$ cat src/rtl/adc_seq_pkg.sv
// Package adc_seq_pkg: frame geometry and command-byte encoding shared by the
// sequencer blocks. Assumes a 24-bit frame made of a command byte and two zero bytes.
package adc_seq_pkg;
    localparam int CH_W        = 3;
    localparam int RES_W       = 10;
    localparam int SUB_W       = 2;
    localparam int CMD_BITS    = 8;
    localparam int FRAME_BITS  = 3 * CMD_BITS;
    localparam int BIT_CNT_W   = $clog2(FRAME_BITS + 1);
    // Reply layout: one leading zero after the command byte, then the data.
    localparam int CAP_FIRST   = CMD_BITS + 1;
    localparam int CAP_W       = RES_W + SUB_W;
    localparam int CAP_LAST    = CAP_FIRST + CAP_W - 1;

    typedef enum logic {ST_IDLE, ST_RUN} seq_state_t;

    // Assemble the command byte: start, channel, coding, input type, clock mode.
    function automatic logic [CMD_BITS-1:0] make_cmd(
        input logic [CH_W-1:0] ch,
        input logic            bip,
        input logic            dif
    );
        return {1'b1, ch, ~bip, ~dif, 2'b11};
    endfunction
endpackage

$ cat src/rtl/adc_sclk_gen.sv
// Module adc_sclk_gen: emits a one-cycle tick every max(div_i,1) system cycles
// while run_i is high. Each tick marks one SCLK half-period boundary.
// Assumes div_i stays stable while run_i is high.
module adc_sclk_gen #(
    parameter int DIV_W = 16
) (
    input  logic             clk,
    input  logic             rst_n,
    input  logic             run_i,
    input  logic [DIV_W-1:0] div_i,
    output logic             tick_o
);
    logic [DIV_W-1:0] cnt_q;
    logic [DIV_W-1:0] div_eff;
    logic [DIV_W-1:0] wrap_at;

    // Treat a zero divider as one.
    always_comb begin
        div_eff = (div_i == '0) ? DIV_W'(1) : div_i;
        wrap_at = div_eff - DIV_W'(1);
        tick_o  = run_i && (cnt_q >= wrap_at);
    end

    // Half-period counter, cleared while idle.
    always_ff @(posedge clk) begin
        if (!rst_n || !run_i)
            cnt_q <= '0;
        else if (cnt_q >= wrap_at)
            cnt_q <= '0;
        else
            cnt_q <= cnt_q + DIV_W'(1);
    end

    assert_cnt_bound_R3: assert property (@(posedge clk) disable iff (!rst_n)
        run_i |-> cnt_q < div_eff);
endmodule

$ cat src/rtl/adc_conv_timer.sv
// Module adc_conv_timer: counts system cycles while a frame runs. It raises
// expire_o at the LIMIT-th edge unless the frame finishes on that same edge.
module adc_conv_timer #(
    parameter int LIMIT = 12000
) (
    input  logic clk,
    input  logic rst_n,
    input  logic run_i,
    input  logic finish_i,
    output logic expire_o
);
    localparam int EL_W = $clog2(LIMIT + 1);
    localparam logic [EL_W-1:0] LAST_EL = EL_W'(LIMIT - 1);

    logic [EL_W-1:0] el_q;

    // Expiry is suppressed when completion falls on the same edge.
    always_comb expire_o = run_i && (el_q == LAST_EL) && !finish_i;

    // Elapsed-cycle counter, cleared while idle.
    always_ff @(posedge clk) begin
        if (!rst_n || !run_i)
            el_q <= '0;
        else
            el_q <= el_q + EL_W'(1);
    end

    assert_elapsed_bound_R9: assert property (@(posedge clk) disable iff (!rst_n)
        run_i |-> el_q < EL_W'(LIMIT));
endmodule

$ cat src/rtl/adc_frame_shifter.sv
// Module adc_frame_shifter: holds the outgoing command byte and counts rising
// SCLK edges. It captures only the reply bits that carry result and sub-LSB
// data; the command-byte reply, the leading zero and the trailing zeros are
// never stored.
module adc_frame_shifter
    import adc_seq_pkg::*;
(
    input  logic                 clk,
    input  logic                 rst_n,
    input  logic                 load_i,
    input  logic [CMD_BITS-1:0]  cmd_i,
    input  logic                 rise_i,
    input  logic                 fall_i,
    input  logic                 dout_i,
    output logic                 din_o,
    output logic                 last_o,
    output logic [CAP_W-1:0]     cap_o
);
    localparam logic [BIT_CNT_W-1:0] FIRST_IDX = BIT_CNT_W'(CAP_FIRST);
    localparam logic [BIT_CNT_W-1:0] LAST_IDX  = BIT_CNT_W'(CAP_LAST);
    localparam logic [BIT_CNT_W-1:0] END_CNT   = BIT_CNT_W'(FRAME_BITS);

    logic [CMD_BITS-1:0]  tx_q;
    logic [BIT_CNT_W-1:0] bits_q;
    logic [CAP_W-1:0]     cap_q;
    logic                 in_window;

    // Decode which rising edges belong to the data field.
    always_comb begin
        in_window = (bits_q >= FIRST_IDX) && (bits_q <= LAST_IDX);
        din_o     = tx_q[CMD_BITS-1];
        last_o    = (bits_q == END_CNT);
        cap_o     = cap_q;
    end

    // Outgoing shift: load the command, then shift in zeros on falling SCLK.
    always_ff @(posedge clk) begin
        if (!rst_n)
            tx_q <= '0;
        else if (load_i)
            tx_q <= cmd_i;
        else if (fall_i)
            tx_q <= {tx_q[CMD_BITS-2:0], 1'b0};
    end

    // Rising-edge counter for the frame.
    always_ff @(posedge clk) begin
        if (!rst_n || load_i)
            bits_q <= '0;
        else if (rise_i)
            bits_q <= bits_q + BIT_CNT_W'(1);
    end

    // Capture the data window of the reply at rising SCLK.
    always_ff @(posedge clk) begin
        if (!rst_n || load_i)
            cap_q <= '0;
        else if (rise_i && in_window)
            cap_q <= {cap_q[CAP_W-2:0], dout_i};
    end

    assert_edge_count_R2: assert property (@(posedge clk) disable iff (!rst_n)
        bits_q <= END_CNT);
    assert_no_extra_edge_R2: assert property (@(posedge clk) disable iff (!rst_n)
        last_o |-> !rise_i);
endmodule

$ cat src/rtl/adc_conv_seq.sv
// Module adc_conv_seq: top of the conversion sequencer. It accepts a start
// when idle, runs one 24-edge frame with chip select low, and returns the
// result with a one-cycle done strobe, or abandons the frame on the time limit.
// Assumes div_i is held stable while busy_o is high.
module adc_conv_seq
    import adc_seq_pkg::*;
#(
    parameter int DIV_W       = 16,
    parameter int TIMEOUT_CYC = 12000
) (
    input  logic             clk,
    input  logic             rst_n,
    input  logic             start_i,
    input  logic [2:0]       chan_i,
    input  logic             bipolar_i,
    input  logic             diff_i,
    input  logic [DIV_W-1:0] div_i,
    output logic             sclk_o,
    output logic             cs_n_o,
    output logic             din_o,
    input  logic             dout_i,
    output logic             busy_o,
    output logic             done_o,
    output logic [9:0]       result_o,
    output logic [1:0]       sub_lsb_o,
    output logic             result_signed_o,
    output logic             timeout_o
);
    seq_state_t           state_q;
    logic                 sclk_q, cs_n_q, done_q, tmo_q, sgn_q, bip_q;
    logic [RES_W-1:0]     res_q;
    logic [SUB_W-1:0]     sub_q;
    logic                 running, tick, expire, last_bit;
    logic                 load, rise, fall, finish;
    logic [CAP_W-1:0]     cap;
    logic [CMD_BITS-1:0]  cmd;

    // Strobes that steer the shifter and the timer.
    always_comb begin
        running = (state_q == ST_RUN);
        load    = !running && start_i;
        cmd     = make_cmd(chan_i, bipolar_i, diff_i);
        finish  = running && tick && sclk_q && last_bit;
        rise    = running && tick && !sclk_q && !expire;
        fall    = running && tick && sclk_q && !last_bit && !expire;
    end

    adc_sclk_gen #(.DIV_W(DIV_W)) u_clkgen (
        .clk(clk), .rst_n(rst_n), .run_i(running), .div_i(div_i), .tick_o(tick)
    );

    adc_conv_timer #(.LIMIT(TIMEOUT_CYC)) u_timer (
        .clk(clk), .rst_n(rst_n), .run_i(running), .finish_i(finish),
        .expire_o(expire)
    );

    adc_frame_shifter u_shift (
        .clk(clk), .rst_n(rst_n), .load_i(load), .cmd_i(cmd), .rise_i(rise),
        .fall_i(fall), .dout_i(dout_i), .din_o(din_o), .last_o(last_bit),
        .cap_o(cap)
    );

    // Frame control: chip select, SCLK level, and result registers.
    always_ff @(posedge clk) begin
        if (!rst_n) begin
            state_q <= ST_IDLE;
            cs_n_q  <= 1'b1;
            sclk_q  <= 1'b0;
            done_q  <= 1'b0;
            tmo_q   <= 1'b0;
            sgn_q   <= 1'b0;
            bip_q   <= 1'b0;
            res_q   <= '0;
            sub_q   <= '0;
        end else begin
            done_q <= 1'b0;
            if (!running) begin
                if (start_i) begin
                    state_q <= ST_RUN;
                    cs_n_q  <= 1'b0;
                    sclk_q  <= 1'b0;
                    bip_q   <= bipolar_i;
                end
            end else if (expire) begin
                state_q <= ST_IDLE;
                cs_n_q  <= 1'b1;
                sclk_q  <= 1'b0;
                done_q  <= 1'b1;
                tmo_q   <= 1'b1;
                sgn_q   <= bip_q;
                res_q   <= '0;
                sub_q   <= '0;
            end else if (tick) begin
                if (!sclk_q) begin
                    sclk_q <= 1'b1;
                end else if (last_bit) begin
                    state_q <= ST_IDLE;
                    cs_n_q  <= 1'b1;
                    sclk_q  <= 1'b0;
                    done_q  <= 1'b1;
                    tmo_q   <= 1'b0;
                    sgn_q   <= bip_q;
                    res_q   <= cap[CAP_W-1:SUB_W];
                    sub_q   <= cap[SUB_W-1:0];
                end else begin
                    sclk_q <= 1'b0;
                end
            end
        end
    end

    // Drive the ports from the registers.
    always_comb begin
        sclk_o          = sclk_q;
        cs_n_o          = cs_n_q;
        busy_o          = running;
        done_o          = done_q;
        result_o        = res_q;
        sub_lsb_o       = sub_q;
        result_signed_o = sgn_q;
        timeout_o       = tmo_q;
    end

    assert_sclk_idle_R3: assert property (@(posedge clk) disable iff (!rst_n)
        cs_n_o |-> !sclk_o);
    assert_din_stable_high_R3: assert property (@(posedge clk) disable iff (!rst_n)
        (sclk_o && $past(sclk_o)) |-> $stable(din_o));
    assert_done_pulse_R7: assert property (@(posedge clk) disable iff (!rst_n)
        done_o |=> !done_o);
    assert_result_hold_R7: assert property (@(posedge clk) disable iff (!rst_n)
        !done_o |-> ($stable(result_o) && $stable(sub_lsb_o) && $stable(timeout_o)));
    assert_start_gate_R8: assert property (@(posedge clk) disable iff (!rst_n)
        $fell(cs_n_o) |-> ($past(start_i) && !$past(busy_o)));
    assert_timeout_strobe_R9: assert property (@(posedge clk) disable iff (!rst_n)
        $rose(timeout_o) |-> (done_o && result_o == '0));
endmodule

$ cat config.mk
export PLATFORM = sky130hd
export DESIGN_NAME = adc_conv_seq
export DESIGN_NICKNAME = d
export VERILOG_FILES = /design/src/rtl/adc_seq_pkg.sv /design/src/rtl/adc_sclk_gen.sv /design/src/rtl/adc_conv_timer.sv /design/src/rtl/adc_frame_shifter.sv /design/src/rtl/adc_conv_seq.sv
export SDC_FILE = /design/constraint.sdc
export NUM_CORES = 1
export LEC_CHECK = 0
export BUFFER_PORTS_ARGS = -buffer_cell sky130_fd_sc_hd__buf_2
export CAP_MARGIN = 20
export CORE_MARGIN = 10
export CORE_UTILIZATION = 35
export DETAILED_ROUTE_END_ITERATION = 12
export GPL_ROUTABILITY_DRIVEN = 0
export SYNTH_ARGS = -nofsm -noshare
export SYNTH_HDL_FRONTEND = slang
export SYNTH_SLANG_ARGS = --single-unit
export TNS_END_PERCENT = 5
$ cat constraint.sdc
create_clock -name clk -period 9.65 [get_ports clk]
set_input_delay 1.93 -clock clk [delete_from_list [all_inputs] [get_ports clk]]
set_output_delay 1.93 -clock clk [all_outputs]
set_load 0.01 [all_outputs]
==> impl_results.html, run 1 <==
<table>
<tr><th>Metric</th><th>Value</th></tr>
<tr><th colspan="2">Clocking</th></tr>
<tr><td>Clock root cell</td><td>clkbuf_8</td></tr>
<tr><td>Clock network latency to the later pin of the worst-skew pair</td><td>0.34 ns</td></tr>
<tr><td>Clock tree from TritonCTS</td><td>done</td></tr>
<tr><td>Number of buffers added by the clock tree synthesis step</td><td>9</td></tr>
<tr><td>Clock-pin slew of the registers on the worst-case setup and hold paths</td><td>about 0.070 ns</td></tr>
<tr><td>Post-cts hold buffer count</td><td>0</td></tr>
<tr><td>Deepest level of the CTS H-tree</td><td>3</td></tr>
<tr><td>Number of buffers between clock root and the deepest sink</td><td>2</td></tr>
<tr><td>Setup Buffers After CTS</td><td>0</td></tr>
<tr><td># clock sinks</td><td>between 70 and 80</td></tr>
<tr><td>Number of gates resized after CTS</td><td>0</td></tr>
<tr><th colspan="2">Pwr</th></tr>
<tr><td>Logic pwr share</td><td>roughly 5.9%</td></tr>
<tr><td>Largest vdd supply drop</td><td>around 62 uV</td></tr>
<tr><td>NetSw</td><td>0.140 mW</td></tr>
<tr><td>Leakage</td><td>1.58 nW</td></tr>
<tr><td>Relative contribution of the clock network to total power</td><td>42.8%</td></tr>
<tr><td>Relative contribution of sequential cells to total power</td><td>51.3%</td></tr>
<tr><td>Net Sw Frac</td><td>a little under a quarter</td></tr>
<tr><td>Power per cell area</td><td>between 100 and 150 mW/mm^2</td></tr>
<tr><td>Final Power</td><td>roughly 0.61 mW</td></tr>
<tr><td>Cell internal pwr</td><td>roughly 0.47 mW</td></tr>
<tr><th colspan="2">Cells and area</th></tr>
<tr><td>Total Nets Final</td><td>507</td></tr>
<tr><td>Area growth from synthesis to final layout</td><td>14.3%</td></tr>
<tr><td>Antenna cells</td><td>0</td></tr>
<tr><td>Ratio of cells with drive above 1 in the final layout</td><td>between 15 and 20%</td></tr>
<tr><th colspan="2">Floorplan</th></tr>
<tr><td>Die Wd</td><td>about 120 um</td></tr>
<tr><td>Number of top-level design ports</td><td>between 40 and 50</td></tr>
<tr><td>DIE AREA</td><td>between 0.015 and 0.02 mm^2</td></tr>
<tr><td>Effective utilization at floorplan</td><td>36.1%</td></tr>
<tr><td>Core box area</td><td>about 0.010 mm^2</td></tr>
<tr><td>Y dimension of the die</td><td>about 120 um</td></tr>
<tr><td># rows</td><td>37</td></tr>
<tr><th colspan="2">Timing</th></tr>
<tr><td>Count of final hold-check violations</td><td>0</td></tr>
<tr><td>Post-layout worst setup margin</td><td>between 3 and 4 ns</td></tr>
<tr><td>Shortest period the worst path allows</td><td>between 6 and 7 ns</td></tr>
<tr><td>Summed negative setup slack over all endpoints</td><td>0 ns</td></tr>
<tr><td>Worst setup skew after layout</td><td>0.00692 ns</td></tr>
<tr><td>Maximum clock frequency</td><td>153 MHz</td></tr>
<tr><td>Final setup fails</td><td>0</td></tr>
<tr><td>Number of max-slew violations in the final report</td><td>0</td></tr>
<tr><td>Slew at the pin closest to its max-slew limit</td><td>0.832 ns</td></tr>
<tr><td>Period utilisation layout</td><td>between 60 and 70%</td></tr>
<tr><td>Unrepaired setup endpoints after global routing</td><td>no</td></tr>
<tr><td>Max transition margin</td><td>approximately 45%</td></tr>
<tr><th colspan="2">Global route</th></tr>
<tr><td>Global-route wire length before repair</td><td>~15,000 um</td></tr>
<tr><td>GR Util All Layers</td><td>between 10% and 20%</td></tr>
<tr><td>Congestion Overflow GR</td><td>0</td></tr>
<tr><td>Pin count of the biggest net entering global routing</td><td>27</td></tr>
<tr><td>Number of global-route vias before repair</td><td>around 3,100</td></tr>
<tr><td>Antenna violations before repair</td><td>0</td></tr>
<tr><th colspan="2">Routing</th></tr>
<tr><td>Number of remaining DRC errors</td><td>0</td></tr>
<tr><td>Post-detailed-route wirelength per cell</td><td>around 14 um</td></tr>
<tr><td>1st-iter DRT viols</td><td>approximately 120</td></tr>
<tr><td>Via density per instance</td><td>between 5 and 6</td></tr>
<tr><td>Post-detailed-route count of antenna-violating nets</td><td>0</td></tr>
<tr><td>Vias post-DR</td><td>between 3,000 and 4,000</td></tr>
<tr><td>Detailed-router iteration count before antenna repair</td><td>4</td></tr>
<tr><td>DRT Wirelength</td><td>between 8000 and 9000 um</td></tr>
<tr><th colspan="2">Worst setup path</th></tr>
<tr><td>Startpoint class of the critical path</td><td>primary input</td></tr>
<tr><td>Source of the worst register-to-register timing path</td><td>u_clkgen.cnt_q[0]</td></tr>
<tr><td>Required time of the worst setup path</td><td>9.88 ns</td></tr>
<tr><td>Slack of the worst reg-to-reg path</td><td>approximately 6.6 ns</td></tr>
<tr><td>Setup CP Type</td><td>primary input to register</td></tr>
<tr><td>Arrival time at the worst endpoint</td><td>~6.8 ns</td></tr>
<tr><td>Critical path peak fanout</td><td>24</td></tr>
<tr><td>Reg2reg end</td><td>result_signed_o</td></tr>
<tr><td>Crit path capture type</td><td>register</td></tr>
<tr><td>R2R depth</td><td>8</td></tr>
<tr><th colspan="2">Synth</th></tr>
<tr><td>Cell type with the largest total area after synthesis</td><td>dfxtp_1</td></tr>
<tr><td>Post-synth EDFFs</td><td>0</td></tr>
<tr><td>Gate Count Post-Synth</td><td>roughly 420</td></tr>
<tr><td>Synthesized area</td><td>0.00376 mm^2</td></tr>
<tr><td>Synthesis Warnings</td><td>0</td></tr>
<tr><td>Post-synth net total</td><td>~470</td></tr>
<tr><td>Share of synthesized area occupied by flip-flops and latches</td><td>39.4%</td></tr>
<tr><td>Fraction of registers with async set or reset after synthesis</td><td>0%</td></tr>
<tr><td>Proportion of netlist area held by the largest area contributor</td><td>between 30% and 40%</td></tr>
<tr><td>Cell with the most instances after synthesis</td><td>dfxtp_1</td></tr>
<tr><td>Post-synth top cells</td><td>74 x dfxtp_1, 45 x nor2_1, 38 x nand2_1</td></tr>
<tr><td>Count of cell types in the netlist</td><td>57</td></tr>
<tr><td>Post-synthesis sequential element count</td><td>between 70 and 80</td></tr>
<tr><td>Average footprint of a synthesized cell</td><td>around 9 um^2</td></tr>
<tr><td>Dominant synthesized flop cell</td><td>dfxtp_1</td></tr>
<tr><td>Cells taking the most area after synthesis</td><td>dfxtp_1 39%, ha_1 7.3%, xor2_1 4.7%</td></tr>
<tr><th colspan="2">Placement</th></tr>
<tr><td>Detailed placer's ending HPWL</td><td>between 6000 and 7000 um</td></tr>
<tr><td>PortBufs</td><td>43</td></tr>
<tr><td>Worst setup slack after placement</td><td>about 2.7 ns</td></tr>
<tr><th colspan="2">Hold path</th></tr>
<tr><td>Worst hold path endpoint</td><td>result_signed_o</td></tr>
<tr><td>WHS Path Cells</td><td>2</td></tr>
<tr><td>Hold path startpoint</td><td>result_signed_o</td></tr>
<tr><td>Min-delay worst type</td><td>register to register</td></tr>
<tr><th colspan="2">Status</th></tr>
<tr><td>Status</td><td>finished clean</td></tr>
<tr><th colspan="2">Flow run</th></tr>
<tr><td>Max cap viols</td><td>0</td></tr>
</table>
==> area by class of cell <==
class,count,area [um^2]
inverters,9,33.8
fillers,1069,6120
repair buffers,45,234
flip-flops and latches,74,1480
well taps,136,170
multi-input cells,321,2160
clock inverters,7,93.8
clock buffers,9,124
==> worst max-delay path, stage by stage <==
cell and delay, ns:
buf_2 0.13, or4_4 0.55, or3_4 0.36, or4_4 0.45, nor2b_4 0.15, nor2_1 0.07, ha_1 0.20, nor3b_1 0.17
nand2_1 0.09, or2_2 0.15, nor3_1 0.06, xnor2_1 0.12, ha_1 0.30, nand4_1 0.11, nor3_1 0.41, a2111o_1 0.78
nand3_1 0.35, o221a_2 0.37
==> power by group through the flow <==
stage	Combinational, mW	Clock (mW)	Sequential [mW]
floorplan	0.0227	0	0.319
global placement	0.0350	0	0.320
detailed placement	0.0358	0	0.320
CTS	0.0361	0.266	0.313
global route	0.0410	0.281	0.313
finish	0.0358	0.261	0.313
==> worst max path at each step <==
stage	startpoint	end	slack, ns	cells past startpoint
2_1_floorplan	div_i[7]	u_shift.cap_o[10]	3.79	18
3_3_place_gp	div_i[7]	u_shift.cap_o[8]	2.85	19
3_5_place_dp	div_i[7]	u_shift.cap_o[11]	2.70	19
4_1_cts	div_i[7]	u_shift.cap_o[10]	3.07	19
5_1_grt	div_i[7]	u_shift.tx_q[2]	2.80	18
6_report	div_i[7]	u_shift.tx_q[2]	3.13	18
==> registers in the layout, summed over array words and instances, names as in the netlist <==
signal and flops:
u_clkgen.cnt_q 16, u_shift.tx_q 8, cs_n_o 1, done_o 1, sclk_o 1, sub_lsb_o 2, u_shift.cap_o 12, u_shift.bits_q 5
bip_q 1, result_o 10, u_timer.el_q 14, busy_o 1, timeout_o 1, result_signed_o 1
==> cells in the final DEF, fill, tap and decap left out, types with 6 or more instances in the layout <==
cell	netlist	routed
o31ai_1	7	7
clkbuf_8	0	9
nand4_1	11	11
nor4_1	6	6
inv_1	9	9
buf_2	2	43
o211ai_1	12	12
dfxtp_1	74	74
nor2_1	45	45
nand2_1	38	38
xnor2_1	18	18
ha_1	22	22
a21oi_1	26	26
o21ai_0	6	6
mux2i_1	13	13
nand3_1	30	30
xor2_1	20	20
==> stage by stage <==
step,cells,hold WS (ns),util [%],instance area (um^2)
global route,601,0.487,41.3,4300
finish,601,0.467,41.3,4300
global placement,584,0.449,39.1,4070
detailed placement,584,0.453,39.1,4070
CTS,600,0.466,41.2,4290
floorplan,424,0.435,-,3760
==> layer usage <==
layer / share of wire (%) / global-route usage, % / vias to the layer above
met1: 47 / 15.1 / 1481
met3: 6.5 / 3.21 / 9
met2: 46 / 18.6 / 72
met5: 0 / 0 / -
li1: - / - / 1603
met4: 0.83 / 3.93 / 0
==> cells by family (layout without fill, tap and decap cells) <==
family	count (synthesis)	count (layout)	synth area share, %
and+or+nand+nor	172	172	23.7
xor gates and xnor gates	38	38	8.85
muxes	13	13	3.46
adders and majority gates	22	22	7.32
AOI/OAI and AO/OA	76	76	14.2
DFF	74	74	39.4
buffers and inverters	29	70	3.16
No activity file was read; power rests on OpenSTA's default activity.
==> inputs of run 2 (changes only) <==
Clock period 9.65 ns to 5.7 ns, I/O delays scaled along.
==> run 2 against run 1 <==
Final cell count grew 0.50%. Via count shrank 0.28%. Die area is the same. Combinational power grew 69%. Wire length shrank 1.2%. Total power grew 60%. Global-route usage shrank 0.18 points. Sequential power grew 69%. First-iteration DRC count shrank 6.0%. Hold slack lost 0.0055 ns. Register-to-register slack lost 3.6 ns. Critical endpoint is now u_shift.bits_q[4]. Largest cell class unchanged. Largest power group unchanged.
==> impl_results.html, run 2 (synthesized netlist as in run 1, its figures left out) <==
<table>
<tr><th>Metric</th><th>Value</th></tr>
<tr><th colspan="2">Status</th></tr>
<tr><td>Status</td><td>finished clean</td></tr>
<tr><th colspan="2">Timing</th></tr>
<tr><td>Smallest hold slack</td><td>around 0.46 ns</td></tr>
<tr><td>Maximum clock frequency</td><td>roughly 190 MHz</td></tr>
<tr><td>Period utilisation layout</td><td>91.0%</td></tr>
<tr><td>Max transition margin</td><td>between 40% and 50%</td></tr>
<tr><td>Number of max-slew violations in the final report</td><td>0</td></tr>
<tr><td>Final setup fails</td><td>0</td></tr>
<tr><td>Summed negative setup slack over all endpoints</td><td>0 ns</td></tr>
<tr><td>Slew at the pin closest to its max-slew limit</td><td>~0.78 ns</td></tr>
<tr><td>Count of final hold-check violations</td><td>0</td></tr>
<tr><td>Worst setup skew after layout</td><td>approximately 0.011 ns</td></tr>
<tr><td>Shortest period the worst path allows</td><td>roughly 5.2 ns</td></tr>
<tr><td>Unrepaired setup endpoints after global routing</td><td>no</td></tr>
<tr><th colspan="2">Worst setup path</th></tr>
<tr><td>Slack of the worst reg-to-reg path</td><td>2.99 ns</td></tr>
<tr><td>Cell type of the slowest stage on the worst timing path</td><td>or4_4</td></tr>
<tr><td>Setup CP Type</td><td>primary input to register</td></tr>
<tr><td>Family with the most delay on the worst path</td><td>simple AND/OR/NAND/NOR gates</td></tr>
<tr><td>CP cell instances</td><td>buf_2, or4_4, or3_4, or4_4, nor2b_4, nor2_1, ha_1, nor3b_1, nand2_1, or2_2, nor3_1, xnor2_1, ha_1, nand4_1, nor3_1, a2111oi_4, buf_4, or4_1, a21oi_1</td></tr>
<tr><td>CP max stage delay</td><td>roughly 0.55 ns</td></tr>
<tr><td>Required time of the worst setup path</td><td>between 5 and 6 ns</td></tr>
<tr><td>Critical path buffer and inverter count</td><td>2</td></tr>
<tr><td>Startpoint class of the critical path</td><td>primary input</td></tr>
<tr><td>Launching element of the worst setup path</td><td>div_i[7]</td></tr>
<tr><td>Critical path peak fanout</td><td>19</td></tr>
<tr><td>R2R depth</td><td>9</td></tr>
<tr><td>Arrival time at the worst endpoint</td><td>about 5.5 ns</td></tr>
<tr><td>Reg2reg end</td><td>u_clkgen.cnt_q[11]</td></tr>
<tr><td>Source of the worst register-to-register timing path</td><td>u_clkgen.cnt_q[0]</td></tr>
<tr><td>Crit path capture type</td><td>register</td></tr>
<tr><th colspan="2">Cells and area</th></tr>
<tr><td>Max FFs per register</td><td>16</td></tr>
<tr><td>Register ranked first by flip-flop count</td><td>u_clkgen.cnt_q</td></tr>
<tr><td>Area growth from synthesis to final layout</td><td>13.9%</td></tr>
<tr><td>Ratio of cells with drive above 1 in the final layout</td><td>17.1%</td></tr>
<tr><td>Antenna cells</td><td>0</td></tr>
<tr><td>Most frequent cells in the layout</td><td>74 x dfxtp_1, 45 x nor2_1, 43 x buf_2, 38 x nand2_1, 30 x nand3_1</td></tr>
<tr><td>Leading cell type in the layout, fill and taps excluded</td><td>dfxtp_1</td></tr>
<tr><td>Total Nets Final</td><td>approximately 500</td></tr>
<tr><th colspan="2">Flow run</th></tr>
<tr><td>Max cap viols</td><td>0</td></tr>
<tr><th colspan="2">Pwr</th></tr>
<tr><td>Largest vdd supply drop</td><td>~130 uV</td></tr>
<tr><td>Final Power</td><td>about 1 mW</td></tr>
<tr><td>Leakage</td><td>roughly 1.6 nW</td></tr>
<tr><td>Power per cell area</td><td>around 230 mW/mm^2</td></tr>
<tr><th colspan="2">Hold path</th></tr>
<tr><td>WHS Path Cells</td><td>2</td></tr>
<tr><td>Min-delay worst type</td><td>register to register</td></tr>
<tr><td>Hold path startpoint</td><td>u_shift.cap_o[11]</td></tr>
<tr><td>Worst hold path endpoint</td><td>u_shift.cap_o[11]</td></tr>
<tr><th colspan="2">Clocking</th></tr>
<tr><td>Clock tree from TritonCTS</td><td>done</td></tr>
<tr><td># clock sinks</td><td>74</td></tr>
<tr><td>Setup Buffers After CTS</td><td>0</td></tr>
<tr><td>Clock network latency to the later pin of the worst-skew pair</td><td>0.35 ns</td></tr>
<tr><td>Clock root cell</td><td>clkbuf_8</td></tr>
<tr><td>Clock-pin slew of the registers on the worst-case setup and hold paths</td><td>0.08 ns</td></tr>
<tr><td>Deepest level of the CTS H-tree</td><td>3</td></tr>
<tr><td>Number of buffers between clock root and the deepest sink</td><td>2</td></tr>
<tr><td>Number of gates resized after CTS</td><td>0</td></tr>
<tr><td>Post-cts hold buffer count</td><td>0</td></tr>
<tr><td>Number of buffers added by the clock tree synthesis step</td><td>9</td></tr>
<tr><th colspan="2">Floorplan</th></tr>
<tr><td>Number of top-level design ports</td><td>44</td></tr>
<tr><td>Die Wd</td><td>124 um</td></tr>
<tr><td>DIE AREA</td><td>about 0.015 mm^2</td></tr>
<tr><td>Y dimension of the die</td><td>about 120 um</td></tr>
<tr><td>Core box area</td><td>approximately 0.010 mm^2</td></tr>
<tr><td>Effective utilization at floorplan</td><td>36.1%</td></tr>
<tr><td># rows</td><td>37</td></tr>
<tr><th colspan="2">Routing</th></tr>
<tr><td>Vias post-DR</td><td>around 3,200</td></tr>
<tr><td>Via density per instance</td><td>~5.2</td></tr>
<tr><td>DRT Wirelength</td><td>around 8500 um</td></tr>
<tr><td>Number of remaining DRC errors</td><td>0</td></tr>
<tr><td>Post-detailed-route count of antenna-violating nets</td><td>0</td></tr>
<tr><td>Post-detailed-route wirelength per cell</td><td>14.1 um</td></tr>
<tr><td>1st-iter DRT viols</td><td>around 110</td></tr>
<tr><td>Detailed-router iteration count before antenna repair</td><td>4</td></tr>
<tr><th colspan="2">Global route</th></tr>
<tr><td>GR Util All Layers</td><td>11.5%</td></tr>
<tr><td>Pin count of the biggest net entering global routing</td><td>23</td></tr>
<tr><td>Congestion Overflow GR</td><td>0</td></tr>
<tr><td>Global-route wire length before repair</td><td>about 14,000 um</td></tr>
<tr><td>Antenna violations before repair</td><td>0</td></tr>
<tr><td>Number of global-route vias before repair</td><td>between 3,000 and 4,000</td></tr>
<tr><th colspan="2">Placement</th></tr>
<tr><td>Detailed placer's ending HPWL</td><td>roughly 6300 um</td></tr>
<tr><td>PortBufs</td><td>43</td></tr>
</table>
run 2: cell types whose count changed in the layout (fill, tap and decap cells not counted):
cell        delta
buf_4          +4
buf_6          -1
bufinv_16      -2
clkbuf_8       +1
clkinv_2       -2
clkinvlp_4     +1
inv_6          +2
run 2: area by class of cell:
cell class                      count  area [um^2]
Fill cell                        1041         6130
Multi-Input combinational cell    321         2160
Sequential cell                    74         1480
Timing Repair Buffer               48          253
Tap cell                          136          170
Clock buffer                       10          138
Clock inverter                      6         48.8
Inverter                            9         33.8
run 2: metrics by stage:
step	util [%]	area [um^2]	instances	worst slack, ns
5_1_grt	41.1	4290	604	0.237
3_5_place_dp	39.4	4100	588	0.163
6_report	41.1	4290	604	0.515
4_1_cts	41.1	4290	604	0.519
2_1_floorplan	-	3760	424	0.626
3_3_place_gp	39.4	4100	588	0.245
run 2: power by group:
group,switching (mW),internal [mW]
sequential,0.00599,0.523
clock,0.209,0.173
combinational,0.0356,0.0250
run 2: worst max path at each step:
stage / cells after the start / slack [ns] / to
final: 19 / 0.52 / u_shift.bits_q[4]
after global routing: 18 / 0.24 / u_clkgen.cnt_q[13]
after floorplan: 18 / 0.63 / u_shift.cap_o[10]
after CTS: 18 / 0.52 / u_clkgen.cnt_q[11]
after global placement: 18 / 0.25 / u_clkgen.cnt_q[13]
after detailed placement: 18 / 0.16 / u_clkgen.cnt_q[11]
run 2: routing by layer:
layer  up-vias  global-route usage, %  routed length (um)  part of all wire [%]
li1       1608                      -                   -                     -
met1      1460                   13.6                3970                    46
met2        76                   18.7                3830                    45
met3        12                   4.25                 609                   7.1
met4         0                   4.73                 138                   1.6
met5         -                      0                   0                     0
run 2: worst reg2reg max path: cells and delay by family (launching register included):
| family | cells | cell delay (ns) |
|---|---|---|
| fa+ha+maj | 1 | 0.28 |
| simple gates | 3 | 0.67 |
| buf+inv | 2 | 0.36 |
| flops | 1 | 0.41 |
| compound gates | 3 | 0.94 |
==> inputs of run 3 (changes only) <==
Settings changed: CELL_PAD_IN_SITES_DETAIL_PLACEMENT from default to 1, CELL_PAD_IN_SITES_GLOBAL_PLACEMENT from default to 2, CORE_UTILIZATION 35 to 32, PLACE_DENSITY_LB_ADDON from default to 0.1.
==> run 3 against run 2 <==
Combinational power grew 2%. Largest power group is now the clock network. Fmax shrank 3.0%. Register-to-register slack gained 0.05 ns. Sequential share of layout area shrank 0.95 points. Sequential cell count is the same. Final cell count grew 0.83%. Highest routed layer unchanged. Core utilization shrank 2.7 points.
==> impl_results.html, run 3 (synthesized netlist as in run 1, its figures left out) <==
<table>
<tr><th>Metric</th><th>Value</th></tr>
<tr><th colspan="2">Status</th></tr>
<tr><td>Status</td><td>finished clean</td></tr>
<tr><th colspan="2">Cells and area</th></tr>
<tr><td>Ratio of cells with drive above 1 in the final layout</td><td>between 10% and 20%</td></tr>
<tr><td>Number of fill cells</td><td>between 1,000 and 1,500</td></tr>
<tr><td>Final cell utilization of the core</td><td>around 38%</td></tr>
<tr><td>Register ranked first by flip-flop count</td><td>u_clkgen.cnt_q</td></tr>
<tr><td>Antenna cells</td><td>0</td></tr>
<tr><td>Leading cell type in the layout, fill and taps excluded</td><td>dfxtp_1</td></tr>
<tr><td>Most frequent cells in the layout</td><td>74 x dfxtp_1, 45 x nor2_1, 43 x buf_2, 38 x nand2_1, 30 x nand3_1</td></tr>
<tr><td>Multi-input gate area</td><td>approximately 0.0022 mm^2</td></tr>
<tr><td>Max FFs per register</td><td>16</td></tr>
<tr><td>Total Nets Final</td><td>between 500 and 600</td></tr>
<tr><td>Register Area</td><td>approximately 0.0015 mm^2</td></tr>
<tr><td>Area growth from synthesis to final layout</td><td>17.2%</td></tr>
<tr><th colspan="2">Timing</th></tr>
<tr><td>Shortest period the worst path allows</td><td>5.34 ns</td></tr>
<tr><td>Post-layout worst setup margin</td><td>~0.36 ns</td></tr>
<tr><td>Max transition margin</td><td>between 40% and 50%</td></tr>
<tr><td>Number of max-slew violations in the final report</td><td>0</td></tr>
<tr><td>Summed negative setup slack over all endpoints</td><td>0 ns</td></tr>
<tr><td>Count of final hold-check violations</td><td>0</td></tr>
<tr><td>Final setup fails</td><td>0</td></tr>
<tr><td>Slew at the pin closest to its max-slew limit</td><td>0.872 ns</td></tr>
<tr><td>Maximum clock frequency</td><td>around 190 MHz</td></tr>
<tr><td>Period utilisation layout</td><td>~94%</td></tr>
<tr><td>Unrepaired setup endpoints after global routing</td><td>no</td></tr>
<tr><td>Worst setup skew after layout</td><td>approximately 0.006 ns</td></tr>
<tr><th colspan="2">Clocking</th></tr>
<tr><td>Clock network latency to the later pin of the worst-skew pair</td><td>0.33 ns</td></tr>
<tr><td>Clock root cell</td><td>clkbuf_16</td></tr>
<tr><td>Deepest level of the CTS H-tree</td><td>3</td></tr>
<tr><td>Setup Buffers After CTS</td><td>0</td></tr>
<tr><td>Number of buffers added by the clock tree synthesis step</td><td>9</td></tr>
<tr><td>Number of buffers between clock root and the deepest sink</td><td>2</td></tr>
<tr><td>Clock tree from TritonCTS</td><td>done</td></tr>
<tr><td>Clock-pin slew of the registers on the worst-case setup and hold paths</td><td>approximately 0.060 ns</td></tr>
<tr><td># clock sinks</td><td>74</td></tr>
<tr><th colspan="2">Worst setup path</th></tr>
<tr><td>Required time of the worst setup path</td><td>5.92 ns</td></tr>
<tr><td>Setup CP Type</td><td>primary input to register</td></tr>
<tr><td>Startpoint class of the critical path</td><td>primary input</td></tr>
<tr><td>Crit path capture type</td><td>register</td></tr>
<tr><td>Arrival time at the worst endpoint</td><td>about 5.6 ns</td></tr>
<tr><td>Critical path peak fanout</td><td>7</td></tr>
<tr><th colspan="2">Global route</th></tr>
<tr><td>Antenna violations before repair</td><td>0</td></tr>
<tr><td>Pin count of the biggest net entering global routing</td><td>27</td></tr>
<tr><td>Congestion Overflow GR</td><td>0</td></tr>
<tr><td>Number of global-route vias before repair</td><td>around 3,400</td></tr>
<tr><td>GR Util All Layers</td><td>12.5%</td></tr>
<tr><td>Global-route wire length before repair</td><td>roughly 17,000 um</td></tr>
<tr><th colspan="2">Floorplan</th></tr>
<tr><td>Y dimension of the die</td><td>between 100 and 150 um</td></tr>
<tr><td>Number of top-level design ports</td><td>44</td></tr>
<tr><td># rows</td><td>39</td></tr>
<tr><td>Die Wd</td><td>around 130 um</td></tr>
<tr><td>Effective utilization at floorplan</td><td>between 30% and 40%</td></tr>
<tr><td>DIE AREA</td><td>0.0165 mm^2</td></tr>
<tr><td>Core box area</td><td>0.0115 mm^2</td></tr>
<tr><th colspan="2">Pwr</th></tr>
<tr><td>Cell internal pwr</td><td>~0.9 mW</td></tr>
<tr><td>Net Sw Frac</td><td>22.0%</td></tr>
<tr><td>NetSw</td><td>around 0.25 mW</td></tr>
<tr><td>Relative contribution of sequential cells to total power</td><td>46.2%</td></tr>
<tr><td>Power per cell area</td><td>around 260 mW/mm^2</td></tr>
<tr><td>Logic pwr share</td><td>~5.4%</td></tr>
<tr><td>Relative contribution of the clock network to total power</td><td>between 40% and 50%</td></tr>
<tr><td>Leakage</td><td>approximately 1.6 nW</td></tr>
<tr><td>Largest vdd supply drop</td><td>about 130 uV</td></tr>
<tr><th colspan="2">Placement</th></tr>
<tr><td>PortBufs</td><td>43</td></tr>
<tr><td>Detailed placer's ending HPWL</td><td>7360 um</td></tr>
<tr><td>Worst setup slack after placement</td><td>-0.0382 ns</td></tr>
<tr><th colspan="2">Routing</th></tr>
<tr><td>Detailed-router iteration count before antenna repair</td><td>4</td></tr>
<tr><td>1st-iter DRT viols</td><td>120</td></tr>
<tr><td>DRT Wirelength</td><td>~10,000 um</td></tr>
<tr><td>Vias post-DR</td><td>approximately 3,200</td></tr>
<tr><td>Post-detailed-route wirelength per cell</td><td>between 15 and 20 um</td></tr>
<tr><td>Via density per instance</td><td>approximately 5.2</td></tr>
<tr><td>Number of remaining DRC errors</td><td>0</td></tr>
<tr><td>Post-detailed-route count of antenna-violating nets</td><td>0</td></tr>
<tr><th colspan="2">Flow run</th></tr>
<tr><td>Max cap viols</td><td>0</td></tr>
<tr><th colspan="2">Hold path</th></tr>
<tr><td>Min-delay worst type</td><td>register to register</td></tr>
</table>
[run 3: changes by cell type in the layout (fill, tap and decap cells not counted)]
| cell | previous run | this run |
|---|---|---|
| buf_4 | 5 | 3 |
| nand3_2 | 1 | 0 |
| nand3_4 | 0 | 1 |
| buf_12 | 0 | 1 |
| clkinv_4 | 1 | 0 |
| bufinv_16 | 0 | 1 |
| inv_6 | 2 | 0 |
| clkbuf_16 | 0 | 9 |
| clkbuf_8 | 10 | 1 |
| clkbuf_1 | 0 | 2 |
| clkinv_2 | 0 | 2 |
| clkinvlp_4 | 3 | 0 |
[run 3: final cells by class]
class / instances / area share [%]
flip-flops and latches: 74 / 33.6
inverters: 9 / 0.767
repair buffers: 47 / 5.85
well taps: 143 / 4.06
clock buffers: 12 / 5.59
clock inverters: 3 / 0.909
multi-input cells: 321 / 49.2
[run 3: worst paths after layout]
path                                         from                to  slack [ns]  cells after the start
worst max-delay path                     div_i[7]   u_shift.tx_q[2]        0.36                     19
worst min-delay path             u_shift.cap_o[6]       result_o[4]        0.46                      2
worst max register to register  u_clkgen.cnt_q[0]  u_shift.cap_o[0]        3.04                     10
worst min register to register   u_shift.cap_o[6]       result_o[4]        0.46                      2
[run 3: power by group through the flow]
stage	logic (mW)	clock network, mW	registers (mW)
after floorplan	0.0384	0	0.540
after global placement	0.0618	0	0.542
after detailed placement	0.0626	0	0.542
after CTS	0.0629	0.577	0.530
after global routing	0.0707	0.594	0.531
final	0.0617	0.557	0.530
[run 3: through the flow]
stage                     hold slack, ns  power (mW)  instances  cell area (um^2)
after global routing               0.489        1.20        609              4410
after CTS                          0.468        1.17        609              4400
final                              0.464        1.15        609              4410
after floorplan                    0.435       0.578        424              3760
after detailed placement           0.453       0.604        594              4110
after global placement             0.452       0.603        594              4110
[run 3: layer usage]
metal  routed length [um]  global-route usage, %  vias to the layer above  part of all wire (%)
li1                     -                      -                     1601                     -
met1                 4970                   16.3                     1530                    49
met2                 4510                   19.6                       47                    45
met3                  422                   2.83                       11                   4.2
met4                  153                   5.36                        0                   1.5
met5                    0                      0                        -                     0
[run 3: timing repair]
| item | CTS | global route |
|---|---|---|
| gates resized for setup | 0 | 1 |
| hold buffers | 0 | 0 |
| setup endpoints to repair | 0 | 3 |
[run 3: critical path: stages]
cell and delay [ns]:
buf_2 0.14, or4_4 0.55, or3_4 0.36, or4_4 0.45, nor2b_4 0.14, nor2_1 0.07, ha_1 0.20, nor3b_1 0.16
nand2_1 0.08, or2_2 0.16, nor3_1 0.07, xnor2_1 0.16, ha_1 0.34, nand4_1 0.11, nor3_1 0.44, a2111o_1 0.30
buf_4 0.19, nand3_1 0.18, o221a_2 0.32
